$ cat config.mk
export PLATFORM = sky130hd
export DESIGN_NAME = pgmap_unit
export DESIGN_NICKNAME = d
export VERILOG_FILES = /design/src/rtl/pgmap_pkg.sv /design/src/rtl/pgmap_bank.sv /design/src/rtl/pgmap_taskctl.sv /design/src/rtl/pgmap_unit.sv
export SDC_FILE = /design/constraint.sdc
export NUM_CORES = 1
export LEC_CHECK = 0
export CAP_MARGIN = 10
export CORE_AREA = 2 2 124 126
export CTS_CLUSTER_SIZE = 10
export DETAILED_ROUTE_END_ITERATION = 8
export DIE_AREA = 0 0 126 128
export HOLD_SLACK_MARGIN = 0.06
export PLACE_DENSITY = 0.73
export SLEW_MARGIN = 20
export SYNTH_ARGS = -nofsm -noshare
export SYNTH_HDL_FRONTEND = slang
export SYNTH_SLANG_ARGS = --single-unit
$ cat constraint.sdc
create_clock -name clk -period 3.1 [get_ports clk]
set_input_delay 0.775 -clock clk [delete_from_list [all_inputs] [get_ports clk]]
set_output_delay 0.775 -clock clk [all_outputs]
set_load 0.01 [all_outputs]
$ cat src/rtl/pgmap_pkg.sv
package pgmap_pkg;
  localparam int OFS_W   = 13;
  localparam int IDX_W   = 3;
  localparam int NREG    = 1 << IDX_W;
  localparam int WIN_AW  = 5;
  localparam logic [WIN_AW-1:0] CTRL_OFS = 5'h10;

  typedef struct packed {
    logic             is_page;
    logic             is_ctrl;
    logic             set_sel;
    logic [IDX_W-1:0] idx;
  } win_dec_t;

  function automatic win_dec_t win_decode(logic [WIN_AW-1:0] ofs);
    win_dec_t d;
    d.is_page = ~ofs[WIN_AW-1];
    d.is_ctrl = (ofs == CTRL_OFS);
    d.set_sel = ofs[IDX_W];
    d.idx     = ofs[IDX_W-1:0];
    return d;
  endfunction

  function automatic logic [IDX_W-1:0] page_index(logic [15:0] a);
    return a[15:OFS_W];
  endfunction
endpackage

$ cat src/rtl/pgmap_bank.sv
module pgmap_bank #(
  parameter int PAGE_W = 8
) (
  input  logic                        clk,
  input  logic                        rst_n,
  input  logic                        wr_en,
  input  logic [pgmap_pkg::IDX_W-1:0] wr_idx,
  input  logic [PAGE_W-1:0]           wr_val,
  input  logic [pgmap_pkg::IDX_W-1:0] xl_idx,
  output logic [PAGE_W-1:0]           xl_page,
  output logic [PAGE_W-1:0]           rd_page
);
  import pgmap_pkg::*;
  logic [PAGE_W-1:0] pg [NREG];

  for (genvar i = 0; i < NREG; i++) begin : g_reg
    always_ff @(posedge clk) begin
      if (!rst_n)
        pg[i] <= PAGE_W'(i);
      else if (wr_en && (wr_idx == IDX_W'(i)))
        pg[i] <= wr_val;
    end
  end

  assign xl_page = pg[xl_idx];
  assign rd_page = pg[wr_idx];
endmodule

$ cat src/rtl/pgmap_taskctl.sv
module pgmap_taskctl (
  input  logic clk,
  input  logic rst_n,
  input  logic enter,
  input  logic leave,
  output logic sys
);
  always_ff @(posedge clk) begin
    if (!rst_n)     sys <= 1'b1;
    else if (enter) sys <= 1'b1;
    else if (leave) sys <= 1'b0;
  end
endmodule

$ cat src/rtl/pgmap_unit.sv
module pgmap_unit #(
  parameter int PAGE_W    = 8,
  parameter int DUAL_TASK = 1,
  parameter int DATA_W    = 8,
  parameter int PA_W      = PAGE_W + pgmap_pkg::OFS_W
) (
  input  logic              clk,
  input  logic              rst_n,
  input  logic [15:0]       cpu_addr,
  input  logic [DATA_W-1:0] cpu_wdata,
  input  logic              cpu_we,
  input  logic              win_sel,
  input  logic              sys_enter,
  output logic [DATA_W-1:0] rd_data,
  output logic [PA_W-1:0]   phys_addr,
  output logic              mem_en,
  output logic              task_sys
);
  import pgmap_pkg::*;
  localparam int NSETS = (DUAL_TASK != 0) ? 2 : 1;

  win_dec_t          dec;
  logic              wr_fire;
  logic              ctrl_wr;
  logic              page_wr;
  logic [IDX_W-1:0]  xl_idx;
  logic [PAGE_W-1:0] xl_pg [NSETS];
  logic [PAGE_W-1:0] rb_pg [NSETS];
  logic [PAGE_W-1:0] act_page;
  logic [PAGE_W-1:0] rd_page;

  assign dec     = win_decode(cpu_addr[WIN_AW-1:0]);
  assign wr_fire = win_sel && cpu_we;
  assign ctrl_wr = wr_fire && dec.is_ctrl;
  assign page_wr = wr_fire && dec.is_page;
  assign xl_idx  = page_index(cpu_addr);

  for (genvar s = 0; s < NSETS; s++) begin : g_set
    logic hit;
    if (NSETS == 1) begin : g_one
      assign hit = 1'b1;
    end else begin : g_two
      assign hit = (dec.set_sel == s[0]);
    end
    pgmap_bank #(.PAGE_W(PAGE_W)) u_bank (
      .clk    (clk),
      .rst_n  (rst_n),
      .wr_en  (page_wr && hit),
      .wr_idx (dec.idx),
      .wr_val (cpu_wdata[PAGE_W-1:0]),
      .xl_idx (xl_idx),
      .xl_page(xl_pg[s]),
      .rd_page(rb_pg[s])
    );
  end

  pgmap_taskctl u_task (
    .clk  (clk),
    .rst_n(rst_n),
    .enter(sys_enter),
    .leave(ctrl_wr),
    .sys  (task_sys)
  );

  if (NSETS == 2) begin : g_sel2
    assign act_page = task_sys    ? xl_pg[1] : xl_pg[0];
    assign rd_page  = dec.set_sel ? rb_pg[1] : rb_pg[0];
  end else begin : g_sel1
    assign act_page = xl_pg[0];
    assign rd_page  = rb_pg[0];
  end

  assign phys_addr = {act_page, cpu_addr[OFS_W-1:0]};
  assign mem_en    = ~win_sel;

  always_comb begin
    rd_data = '0;
    if (win_sel) begin
      if (dec.is_page)      rd_data[PAGE_W-1:0] = rd_page;
      else if (dec.is_ctrl) rd_data[0] = task_sys;
    end
  end
endmodule

* After elaboration in Yosys (flattened, before gate mapping) *
Memories as Yosys holds them, arrays and structs flattened.
Cells that the tools add are included.

storage, ports and cells
  register bits = 1
  memories = 2
  bits in writable memories = 128
  word-level logic and storage cells = 125

memory list
  name                words  bits a word  read ports  clocked after memory_dff  wr ports  line              RTL
  g_set[0].u_bank.pg  8      8            2           0                         8         pgmap_bank.sv:14  logic [PAGE_W-1:0] pg [NREG];
  g_set[1].u_bank.pg  8      8            2           0                         8         pgmap_bank.sv:14

cells by class
  bitwise gates (word level) = 20
  reduce and logical (&&, ||, !) cells = 23
  mux-type cells = 71
  eq/ne operators = 8

operators with widths
  kind                  number
  $mux W8               19
  $mux W1               51
  $logic_and A1 B1 Y1   21
  $or A1 B1 Y1          16
  $eq A3 B3 Y1 const B  4
  $mux W7               1
  $eq A3 B2 Y1 const B  2
  $eq A5 B5 Y1 const B  1
  $not A1 Y1            4
  $eq A3 B1 Y1 const B  1
  $logic_not A3 Y1      1
  $reduce_or A2 Y1      1

* Logic depth before layout (Yosys ltp) *
  depth in word-level cells = 8
  gate-level depth with buffers = 6
  mapped depth without buffers = 4

* Hierarchy *
A second synthesis with hierarchy kept.

unflattened totals
  cells, all modules = 521
  area, all modules = 7457.2 um2

by module, submodules not included
  module                        instances  area each (um2)  cells each  sequential area each (um2)
  pgmap_bank (g_set[0].u_bank)  1          3520.9           227         1921.8
  pgmap_bank (g_set[1].u_bank)  1          3519.6           243         1921.8
  pgmap_unit                    1          382.9            48          0.0
  pgmap_taskctl                 1          33.8             3           20.0

* Least setup slack after synthesis *
Ideal clock, no wire load.

  kind = input -> output
  from = input cpu_addr[13]
  to = output phys_addr[13]
  arrival = 2048 ps
  buffers on the path = 2
  stages on the path = 4
  path slack = 277 ps
  cell sequence = buf_6 > buf_8 > mux4_1 > mux4_2

between the ends
  cells in the longest elaborated chain, start to end = 2
  elaborated cells on any way between the ends = 3

RTL lines
  element          line              RTL
  start, declared  pgmap_unit.sv:9   input logic [15:0] cpu_addr,
  $mem_v2 Z8 W8    -
  $mux W8 (*)      pgmap_unit.sv:66  assign act_page = task_sys ? xl_pg[1] : xl_pg[0];
  end, declared    pgmap_unit.sv:15  output logic [PA_W-1:0] phys_addr,

Every way passes the cells marked *; elsewhere a longest branch is shown, timed or not.

* Worst setup path in the final report *
  from = input cpu_addr[0]
  to = output rd_data[6]

between the ends
  cells in the longest elaborated chain, start to end = 4
  elaborated cells on any way between the ends = 5

RTL lines
  element        line              RTL
  $mem_v2 Z8 W8  -
  $mux W8 (*)    pgmap_unit.sv:67  assign rd_page = dec.set_sel ? rb_pg[1] : rb_pg[0];
  $mux W7 (*)    pgmap_unit.sv:79  if (dec.is_page) rd_data[PAGE_W-1:0] = rd_page;
  $mux W8 (*)    pgmap_unit.sv:78  if (win_sel) begin
  end, declared  pgmap_unit.sv:14  output logic [DATA_W-1:0] rd_data,

Marked as above.

==> flow_summary.toml <==
[logic_synthesis]
synth_edf_count = 128
netlist.area_leader.share = 0.533
ys_warn_count = 0
yosys.area_share.adder = 0
synth_compound_area_frac = 0.0206
seq_area_frac_synth = 0.536
syn_inst = 468
synth_area_um2 = 7210
synth_top_family_by_area = "multiplexers"
synth_xor_area_frac = 0
yosys.area_share.simple = 0.145
muxShareOfSynthArea = 0.258
async_flop_share = 0
synth_cell_type_count = 34
dominantRegCellSynth = "edfxtp_1"
ys_ff_latch = 129
synth_nets = 497
synth_area_leaders = "edfxtp_1 (53%), mux4_2 (15%), and2_1 (9.4%)"
synth_area_per_cell_um2 = 15.4
yosysTopAreaCell = "edfxtp_1"

[cts]
ctsLongestPathBuffers = 2
cts_buffers = 17
clkSinkCount = 129
cts_htree_levels = 4
cts_root_buf = "clkbuf_16"
clk_latency_ps = 410
cts_tree = "done"
clk_pin_slew_ps = 60

[timing]
setup_violations = 0
final-max-slew-violation-count = 0
finalCritPeriodShare = 1.00
max_freq_mhz = 323
final.setup.tns_ps = 0
clock_skew_ps = 0
hold_viol_final = 0
worst_pin_slew_ps = 657
layout_setup_ws_ps = 0.0824
timing.slew.headroom = 0.561
final.min_clock_period_ps = 3100

[power]
pwr_density_cell_nw_per_um2 = 527
max-vdd-ir-drop_v = 0.000361
finalPower_w = 0.00470
static-leakage-power_nw = 3.21

[min_path]
worst_hold_path.endpoint = "u_task.sys$_SDFFE_PP1P_"
worstHoldStart = "u_task.sys$_SDFFE_PP1P_"
min_path_type = "flop to flop"
hold_path_depth = 1

[cells_and_area]
layout_common_cells = "edfxtp_1 (128), and2_1 (108), mux4_2 (60), buf_4 (39)"
drive_above_1_share = 0.312
final_common_cell = "edfxtp_1"
fillers = 1118
stdcell_count = 743
antenna_cells = 0
syn_to_final_growth_pct = 23.6
final_cell_area_um2 = 8920
fin_nets = 571

[routing]
ant_nets = 0
drtIter0Drc = 472
route.detailed.drc = 0
vias = 4710
wl_um = 18900
drt_first_pass_iters = 5
wl_per_cell_um = 25.4
viasPerCell = 6.34

[critical_path]
end_kind = "output pin"
crit_arrival_ps = 2320
r2r_slack_ps = 2420
crit_type = "input port to output pin"
r2r_cells = 1
worst-path-stages = 7
path_common_cell = "buf_12"
cp.required_ps = 2320
path_cells = "buf_6, buf_12, buf_12, mux4_2, mux2i_1, o22ai_2, dlygate4sd2_1"
cp_max_fo = 8
r2r-end = "u_task.sys$_SDFFE_PP1P_"
cpPeakStageDelay_ps = 520
crit_buf_inv = 4
r2r-start = "u_task.sys$_SDFFE_PP1P_"
path_delay_family = "multiplexers"
critPathSlowestCell = "mux4_2"
startpoint_type = "input port"

[global_route]
grt_usage = 0.238
grt_pass1_vias = 4647
grt_max_degree = 30
grt_antenna_before_repair = 0
grt_first_pass_wirelength_um = 28100
grt_overflow = 0

[placement]
place.detailed.hpwl_um = 12700
port_buffers = 43
pre_cts_slack_ps = -540
postPlaceCellArea_um2 = 8010
placed_cells = 694
gp_congestion = 0.914

[die]
rows = 45
start_util = 0.485
die_w_um = 126
dieHeight_um = 128
coreArea_um2 = 14900
die_area_um2 = 16100
ioPinCount = 60

[flow_run]
drv_cap = 0

[outcome]
outcome = "complete, no violations"
-- layout make-up --
| type | instances | area (µm²) | area share |
|---|---|---|---|
| clock buffers | 21 | 440 | 0.0494 |
| clock inverters | 11 | 163 | 0.0182 |
| inverters | 2 | 7.51 | 0.000842 |
| multi-input cells | 288 | 3050 | 0.342 |
| flip-flops and latches | 129 | 3860 | 0.433 |
| well taps | 188 | 235 | 0.0264 |
| repair buffers | 104 | 1160 | 0.130 |
-- how the worst max path moves through the flow --
stage	start	endpoint
after global routing	cpu_addr[0]	rd_data[6]
after CTS	cpu_addr[13]	phys_addr[19]
after detailed placement	cpu_addr[14]	phys_addr[17]
after floorplan	cpu_addr[13]	phys_addr[13]
final	cpu_addr[0]	rd_data[6]
after global placement	cpu_addr[14]	phys_addr[20]
-- sequential cells by signal, indices dropped and copies added (netlist names) --
| register | count |
|---|---|
| u_task.sys | 1 |
| g_set.u_bank.pg | 128 |
-- cell usage after synthesis, types with 2 or more instances --
cell type and instances:
edfxtp_1 128, and2_1 108, mux4_2 47, mux4_1 24
or3_1 23, clkbuf_1 22, mux2i_1 17, buf_4 14
nor2_1 13, o21ai_0 12, nand2_1 10, o22ai_1 7
buf_2 6, nand2b_1 6, buf_1 3, nand4_1 3
nor2b_1 3, and3_1 2, buf_8 2, inv_1 2
nor3_1 2, o31ai_1 2
-- power by group --
| part | switching [W] | internal [W] | leakage (nW) |
|---|---|---|---|
| logic | 0.000271 | 0.000322 | 1.68 |
| registers | 0.0000550 | 0.00201 | 1.24 |
| clock network | 0.000706 | 0.00134 | 0.287 |
| total | 0.00103 | 0.00367 | 3.21 |
-- kinds of logic (layout without fill, tap and decap cells) --
group | after synthesis | in the layout
mux | 88 | 88
compound gates | 25 | 25
flops | 129 | 129
simple gates | 175 | 175
buf+inv | 51 | 138
-- per-layer routing --
layer / part of all wire / routed length, µm / up-vias / GRT usage
met5: 0 / 0 / - / 0
met4: 0.021 / 392 / 0 / 0.0718
met3: 0.11 / 2000 / 33 / 0.0526
met2: 0.49 / 9190 / 317 / 0.388
met1: 0.39 / 7270 / 2379 / 0.326
li1: - / - / 1981 / -
-- stage by stage --
stage	util	hold slack, ps
finish	0.600	503
global route	0.600	531
CTS	0.589	502
detailed placement	0.539	488
global placement	0.539	486
floorplan	-	874
-- timing repair --
action                                 4_1_cts  5_1_grt
resized for setup                           74       21
buffers inserted                             3        7
cloned                                       5        2
setup endpoints to repair                   16        9
hold buffers                                 0        0
endpoints found under the hold margin        0        0
pin swaps                                    1        0
Power figures use the tool's default switching activity.
